`src/rtl/mux_bus_pkg.sv`:
```
package mux_bus_pkg;

  typedef enum logic [2:0] {
    KIND_FETCH = 3'd0,
    KIND_MEMRD = 3'd1,
    KIND_MEMWR = 3'd2,
    KIND_IORD  = 3'd3,
    KIND_IOWR  = 3'd4
  } cycKind_e;

  typedef enum logic [2:0] {
    ST_IDLE = 3'd0,
    ST_T1   = 3'd1,
    ST_T2   = 3'd2,
    ST_TW   = 3'd3,
    ST_T3   = 3'd4,
    ST_T4   = 3'd5,
    ST_HELD = 3'd6
  } seqState_e;

  // strobes from control to datapath
  typedef struct packed {
    logic loadReq;     // latch a new request
    logic capture;     // end of T3: take read byte, raise done
    logic phaseAddr;   // T1
    logic phaseXfer;   // T2, wait, T3
    logic active;      // T1..T4
    logic floatBus;    // bus granted away
  } strobes_t;

  function automatic logic kindIsRead(input logic [2:0] k);
    return (k == KIND_FETCH) || (k == KIND_MEMRD) || (k == KIND_IORD);
  endfunction

  function automatic logic kindIsWrite(input logic [2:0] k);
    return (k == KIND_MEMWR) || (k == KIND_IOWR);
  endfunction

  function automatic logic kindIsIo(input logic [2:0] k);
    return (k == KIND_IORD) || (k == KIND_IOWR);
  endfunction

  function automatic logic [1:0] kindStatus(input logic [2:0] k);
    if (k == KIND_FETCH) return 2'b11;
    if (kindIsRead(k))   return 2'b10;
    if (kindIsWrite(k))  return 2'b01;
    return 2'b00;
  endfunction

endpackage

```
`src/rtl/mux_bus_ctrl.sv`:
```
module mux_bus_ctrl
  import mux_bus_pkg::*;
(
  input  logic       clk,
  input  logic       rstN,
  input  logic       reqValid,
  input  logic [2:0] reqKind,
  input  logic       reqLast,
  input  logic       ready,
  input  logic       hold,
  output logic       reqReady,
  output logic       holdAck,
  output strobes_t   strb
);

  seqState_e stQ, stD;
  logic curFetchQ, curLastQ, atBoundaryQ;
  logic endState, boundaryNow, grantHold, accept;

  assign endState    = ((stQ == ST_T3) && !curFetchQ) || (stQ == ST_T4);
  assign boundaryNow = (stQ == ST_IDLE) ? atBoundaryQ : curLastQ;
  assign grantHold   = hold && ((stQ == ST_IDLE) || endState) && boundaryNow;
  assign reqReady    = ((stQ == ST_IDLE) || endState) && !grantHold;
  assign accept      = reqReady && reqValid;

  always_comb begin
    stD = stQ;
    unique case (stQ)
      ST_IDLE: begin
        if (grantHold)   stD = ST_HELD;
        else if (accept) stD = ST_T1;
      end
      ST_T1: stD = ST_T2;
      ST_T2, ST_TW: stD = ready ? ST_T3 : ST_TW;
      ST_T3, ST_T4: begin
        if (stQ == ST_T3 && curFetchQ) stD = ST_T4;
        else if (grantHold)            stD = ST_HELD;
        else if (accept)               stD = ST_T1;
        else                           stD = ST_IDLE;
      end
      ST_HELD: if (!hold) stD = ST_IDLE;
      default: stD = ST_IDLE;
    endcase
  end

  always_ff @(posedge clk) begin
    if (!rstN) begin
      stQ         <= ST_IDLE;
      curFetchQ   <= 1'b0;
      curLastQ    <= 1'b1;
      atBoundaryQ <= 1'b1;
    end else begin
      stQ <= stD;
      if (endState) atBoundaryQ <= curLastQ;
      if (accept) begin
        curFetchQ <= (reqKind == KIND_FETCH);
        curLastQ  <= reqLast;
      end
    end
  end

  assign holdAck        = (stQ == ST_HELD);
  assign strb.loadReq   = accept;
  assign strb.capture   = (stQ == ST_T3);
  assign strb.phaseAddr = (stQ == ST_T1);
  assign strb.phaseXfer = (stQ == ST_T2) || (stQ == ST_TW) || (stQ == ST_T3);
  assign strb.active    = (stQ == ST_T1) || strb.phaseXfer || (stQ == ST_T4);
  assign strb.floatBus  = (stQ == ST_HELD);

endmodule

```
`src/rtl/mux_bus_dp.sv`:
```
module mux_bus_dp
  import mux_bus_pkg::*;
#(
  parameter int ADDR_W = 16,
  parameter int DATA_W = 8
) (
  input  logic              clk,
  input  logic              rstN,
  input  strobes_t          strb,
  input  logic [2:0]        reqKind,
  input  logic [ADDR_W-1:0] reqAddr,
  input  logic [DATA_W-1:0] reqWdata,
  input  logic [DATA_W-1:0] busAdIn,
  output logic [DATA_W-1:0] rdData,
  output logic              done,
  output logic [ADDR_W-DATA_W-1:0] busHighAddr,
  output logic [DATA_W-1:0] busAdOut,
  output logic              busAdOe,
  output logic              busOe,
  output logic              ale,
  output logic              rdN,
  output logic              wrN,
  output logic              ioM,
  output logic              s1,
  output logic              s0
);

  logic [ADDR_W-1:0] addrQ;
  logic [DATA_W-1:0] wdataQ, rdDataQ;
  logic [2:0]        kindQ;
  logic              doneQ;
  logic              isRd, isWr;
  logic [1:0]        stat;

  always_ff @(posedge clk) begin
    if (!rstN) begin
      addrQ   <= '0;
      wdataQ  <= '0;
      kindQ   <= KIND_FETCH;
      rdDataQ <= '0;
      doneQ   <= 1'b0;
    end else begin
      if (strb.loadReq) begin
        addrQ  <= reqAddr;
        wdataQ <= reqWdata;
        kindQ  <= reqKind;
      end
      doneQ <= strb.capture;
      if (strb.capture && kindIsRead(kindQ)) rdDataQ <= busAdIn;
    end
  end

  assign isRd = kindIsRead(kindQ);
  assign isWr = kindIsWrite(kindQ);
  assign stat = strb.active ? kindStatus(kindQ) : 2'b00;

  assign rdData      = rdDataQ;
  assign done        = doneQ;
  assign busHighAddr = addrQ[ADDR_W-1:DATA_W];
  assign busAdOut    = strb.phaseAddr ? addrQ[DATA_W-1:0] : wdataQ;
  assign busAdOe     = strb.phaseAddr || (strb.phaseXfer && isWr);
  assign busOe       = !strb.floatBus;
  assign ale         = strb.phaseAddr;
  assign rdN         = !(strb.phaseXfer && isRd);
  assign wrN         = !(strb.phaseXfer && isWr);
  assign ioM         = strb.active && kindIsIo(kindQ);
  assign s1          = stat[1];
  assign s0          = stat[0];

endmodule

```
`src/rtl/mux_bus_seq.sv`:
```
module mux_bus_seq
  import mux_bus_pkg::*;
#(
  parameter int ADDR_W = 16,
  parameter int DATA_W = 8,
  localparam int HI_W  = ADDR_W - DATA_W
) (
  input  logic              clk,
  input  logic              rstN,
  input  logic              reqValid,
  input  logic [2:0]        reqKind,
  input  logic [ADDR_W-1:0] reqAddr,
  input  logic [DATA_W-1:0] reqWdata,
  input  logic              reqLast,
  output logic              reqReady,
  output logic [DATA_W-1:0] rdData,
  output logic              done,
  output logic [HI_W-1:0]   busHighAddr,
  output logic [DATA_W-1:0] busAdOut,
  input  logic [DATA_W-1:0] busAdIn,
  output logic              busAdOe,
  output logic              busOe,
  output logic              ale,
  output logic              rdN,
  output logic              wrN,
  output logic              ioM,
  output logic              s1,
  output logic              s0,
  input  logic              ready,
  input  logic              hold,
  output logic              holdAck
);

  strobes_t strb;

  mux_bus_ctrl u_ctrl (
    .clk      (clk),
    .rstN     (rstN),
    .reqValid (reqValid),
    .reqKind  (reqKind),
    .reqLast  (reqLast),
    .ready    (ready),
    .hold     (hold),
    .reqReady (reqReady),
    .holdAck  (holdAck),
    .strb     (strb)
  );

  mux_bus_dp #(.ADDR_W(ADDR_W), .DATA_W(DATA_W)) u_dp (
    .clk         (clk),
    .rstN        (rstN),
    .strb        (strb),
    .reqKind     (reqKind),
    .reqAddr     (reqAddr),
    .reqWdata    (reqWdata),
    .busAdIn     (busAdIn),
    .rdData      (rdData),
    .done        (done),
    .busHighAddr (busHighAddr),
    .busAdOut    (busAdOut),
    .busAdOe     (busAdOe),
    .busOe       (busOe),
    .ale         (ale),
    .rdN         (rdN),
    .wrN         (wrN),
    .ioM         (ioM),
    .s1          (s1),
    .s0          (s0)
  );

endmodule

```
`config.mk`:
```
export PLATFORM = sky130hd
export DESIGN_NAME = mux_bus_seq
export DESIGN_NICKNAME = d
export VERILOG_FILES = /design/src/rtl/mux_bus_pkg.sv /design/src/rtl/mux_bus_ctrl.sv /design/src/rtl/mux_bus_dp.sv /design/src/rtl/mux_bus_seq.sv
export SDC_FILE = /design/constraint.sdc
export NUM_CORES = 1
export LEC_CHECK = 0
export BUFFER_PORTS_ARGS = -buffer_cell sky130_fd_sc_hd__buf_2
export CAP_MARGIN = 10
export CORE_MARGIN = 3
export CORE_UTILIZATION = 45
export DETAILED_ROUTE_END_ITERATION = 8
export HOLD_SLACK_MARGIN = 0.1
export PLACE_DENSITY = 0.75
export SLEW_MARGIN = 5
export SYNTH_ARGS = -nofsm -noshare
export SYNTH_HDL_FRONTEND = slang
export SYNTH_HIERARCHICAL = 1
export SYNTH_SLANG_ARGS = --single-unit
```
`constraint.sdc`:
```
create_clock -name clk -period 5.6 [get_ports clk]
set_clock_uncertainty 0.1 [all_clocks]
set_input_delay 0.84 -clock clk [delete_from_list [all_inputs] [get_ports clk]]
set_output_delay 0.84 -clock clk [all_outputs]
set_load 0.03 [all_outputs]
```
==> summary.txt <==
Placement
  • Placed instance count: 308
  • PortBufs: 75
  • Detailed placer's ending HPWL: 2780 µm
  • Gpl congestion: 0.833

Detailed routing
  • Antenna Nets Post-Route: 0
  • Post-route DRC violation count: 0
  • WL/cell: 12.4 µm
  • Drt pass-1 iters: 4
  • Vias: 1523
  • Final WL: 3910 µm
  • Iteration-0 DRC Markers: 92
  • Mean number of vias per cell: 4.83

Floorplanning
  • Die span in y: 73.1 µm
  • Die area: 0.00534 mm²
  • Ports: 76
  • Starting density of the core: 48.5%
  • DIE WIDTH: 73.1 µm
  • Core area: 0.00417 mm²
  • Num rows: 23

Layout
  • Fillers: 390
  • Antenna diodes: 0
  • P&R area growth vs syn: 16.9%
  • Commonest non-fill, non-tap cell in the layout: buf_2
  • Fraction of layout cells with a size suffix above 1: 36.6%
  • # nets final: 306
  • Commonest cells after routing, fill and taps aside: buf_2, dfxtp_1, mux2i_1
  • Cell Count, Final, Fillers Out: 315

Power and ir drop
  • Register share of total power: 38.3%
  • Maximum vdd drop: 0.197 mV
  • Pwr dens: 451 mW/mm²
  • Sw Ratio: 41.1%
  • Psw: 0.000439 W
  • Leakage: 1.06 nW
  • Clk pwr share: 16.9%
  • Final Total Pwr: 0.00107 W
  • Internal power: 0.000628 W
  • Comb pwr share: 44.8%

Critical path
  • Worst Setup Path Type: reg -> out
  • CP max FO: 12
  • Top delay family on crit path: simple AND/OR/NAND/NOR gates
  • Worst path arrival time: 2.04 ns
  • Worst R2R Path Depth: 5
  • WP buf/inv: 1
  • CP max-delay cell: nor3b_2
  • Reg2reg setup slack: 3.62 ns
  • R2R Path End: u_dp/wdataQ[3]
  • CP peak stage delay: 0.73 ns
  • CP cell instances: nor3b_2, mux2_2, buf_2
  • Reg2Reg Launch Point: u_ctrl/stQ[1]
  • Critical Path RT: 4.66 ns
  • Worst Setup End Kind: output port
  • Startpoint types: flip-flop

Logic synthesis
  • Post-synth ARST share: 0%
  • Synth area leaders: dfxtp_1, mux2i_1, nor2b_1
  • Cell count after synthesis: 208
  • Synthesized area: 0.00202 mm²
  • Mean Syn Cell Area: 9.73 µm²
  • Syn Nets: 249
  • EDFF count, synth: 0
  • YS warnings: 6
  • Yosys top cell by area: dfxtp_1
  • Synth top area share: 41.5%
  • Register area share after synthesis: 41.5%
  • Main synth FF type: dfxtp_1
  • #FFs+latches synth: 42
  • Post-synth cell types: 34

Clocking
  • Post-CTS Setup Bufs: 0
  • Clk buf depth: 2
  • TritonCTS Buffers: 5
  • Worst-Skew Late Latency: 0.29 ns
  • Clock root buffer: clkbuf_8
  • TritonCTS clock tree: yes
  • Gates resized, CTS repair: 0
  • Clock transition at path regs: 0.07 ns
  • Clock Sinks: 42
  • H-tree depth: 2
  • Hold-fix buffers at CTS: 0

Worst hold path
  • Hold Path Depth: 2
  • Hold_sp: u_dp/rdData[2]
  • Hold Path Sink: u_dp/rdData[2]
  • Path category of the worst min-delay check: reg -> reg

Timing
  • RSZ-0062 raised after global routing: false
  • Setup TNS: 0 ns
  • Max Fclk: 336 MHz
  • Tcrit/Tclk final: 53.2%
  • Slew Limit Fails: 0
  • Rel. slew slack: 39.7%
  • Fin. Hold Viols: 0
  • Final min period: 2.98 ns
  • Worst slew pin tran: 0.901 ns
  • Setup violators final: 0

Global routing
  • First-pass GRT wire length: 6000 µm
  • Largest net degree at the start of global routing: 51
  • Via count of the first global-routing pass: 1342
  • Total GRT Usage: 14.4%
  • Initial antenna violation count: 0
  • Grt ovf: 0

Status
  • Run status: finished clean

Run
  • Max Cap Violations: 0
-- cell families (layout without fill, tap and decap cells) --
kind of cell	Yosys count	after routing	synth area share, %
AO/OA/AOI/OAI	15	15	5.38
XOR/XNOR	1	1	0.433
buffers and inverters	29	86	9.58
flip-flops	42	42	41.5
multiplexers	43	43	21.8
AND/OR/NAND/NOR	78	78	21.3
-- metrics by stage --
| step | utilization (%) | hold WS (ns) | worst slack (ns) | cell area, µm² |
|---|---|---|---|---|
| finish | 56.7 | 0.356 | 2.62 | 2370 |
| global placement | 54.8 | 0.343 | 2.91 | 2290 |
| floorplan | - | 0.358 | 3.11 | 2020 |
| CTS | 56.7 | 0.359 | 2.56 | 2370 |
| detailed placement | 54.8 | 0.347 | 2.88 | 2290 |
| global route | 56.7 | 0.387 | 2.47 | 2370 |
-- tightest hold or removal path: cells and delay by family (launching register included) --
family	cells	cell delay, ns
muxes	1	0.05
and+or+nand+nor	1	0.05
DFF	1	0.31
-- worst max path at each step --
stage / slack [ns] / to / cells after the start / from
floorplan: 3.11 / busAdOe / 5 / u_ctrl/stQ[1]
global placement: 2.91 / busAdOut[0] / 3 / u_ctrl/stQ[0]
CTS: 2.56 / busAdOut[7] / 3 / u_ctrl/stQ[0]
global route: 2.47 / busAdOut[1] / 3 / u_ctrl/stQ[0]
detailed placement: 2.88 / busAdOut[7] / 3 / u_ctrl/stQ[0]
finish: 2.62 / busAdOut[2] / 3 / u_ctrl/stQ[1]
-- state kept, by name, summed over array words and instances (netlist names) --
register and cells:
u_dp/addrQ 16, u_dp/rdData 8, u_dp/wdataQ 8, u_ctrl/stQ 3
u_dp/kindQ 3, u_ctrl/atBoundaryQ 1, u_ctrl/curFetchQ 1, u_ctrl/curLastQ 1
u_dp/done 1
-- power groups by stage --
stage	logic, W	registers (W)	clock network, W
6_report	0.000477	0.000408	0.000181
5_1_grt	0.000518	0.000418	0.000200
4_1_cts	0.000483	0.000408	0.000189
3_5_place_dp	0.000482	0.000414	0
3_3_place_gp	0.000476	0.000413	0
2_1_floorplan	0.000413	0.000414	0
-- cells in the mapped netlist, types with 2 or more instances --
cell       number
o21ai_1         2
nor2b_4         2
buf_4          14
nand3b_1        2
buf_6           4
nand2b_1        2
nand2_1        27
mux2i_1        35
a21oi_1         2
nor3_1          2
buf_2           2
nor2_1          7
mux2_2          8
dfxtp_1        42
nand3_1         3
clkbuf_1        5
nor2b_1        27
o2111ai_1       2
inv_1           4
o21ai_0         2
-- area by class of cell --
| cell class | instances | area (µm²) | area share (%) |
|---|---|---|---|
| clock buffer | 5 | 68.8 | 2.91 |
| clock inverter | 2 | 10.0 | 0.423 |
| inverter | 4 | 15.0 | 0.634 |
| multi-input combinational | 137 | 995 | 42.0 |
| sequential | 42 | 841 | 35.5 |
| tap | 50 | 62.6 | 2.64 |
| timing repair buffer | 75 | 375 | 15.9 |
-- routing by layer --
metal	vias up	routed length [µm]	track usage, %
met5	-	0	0
li1	794	-	-
met1	671	1780	18.9
met4	0	19	4.30
met2	56	1750	22.4
met3	2	361	4.96
(Power assumes the default switching activity.)
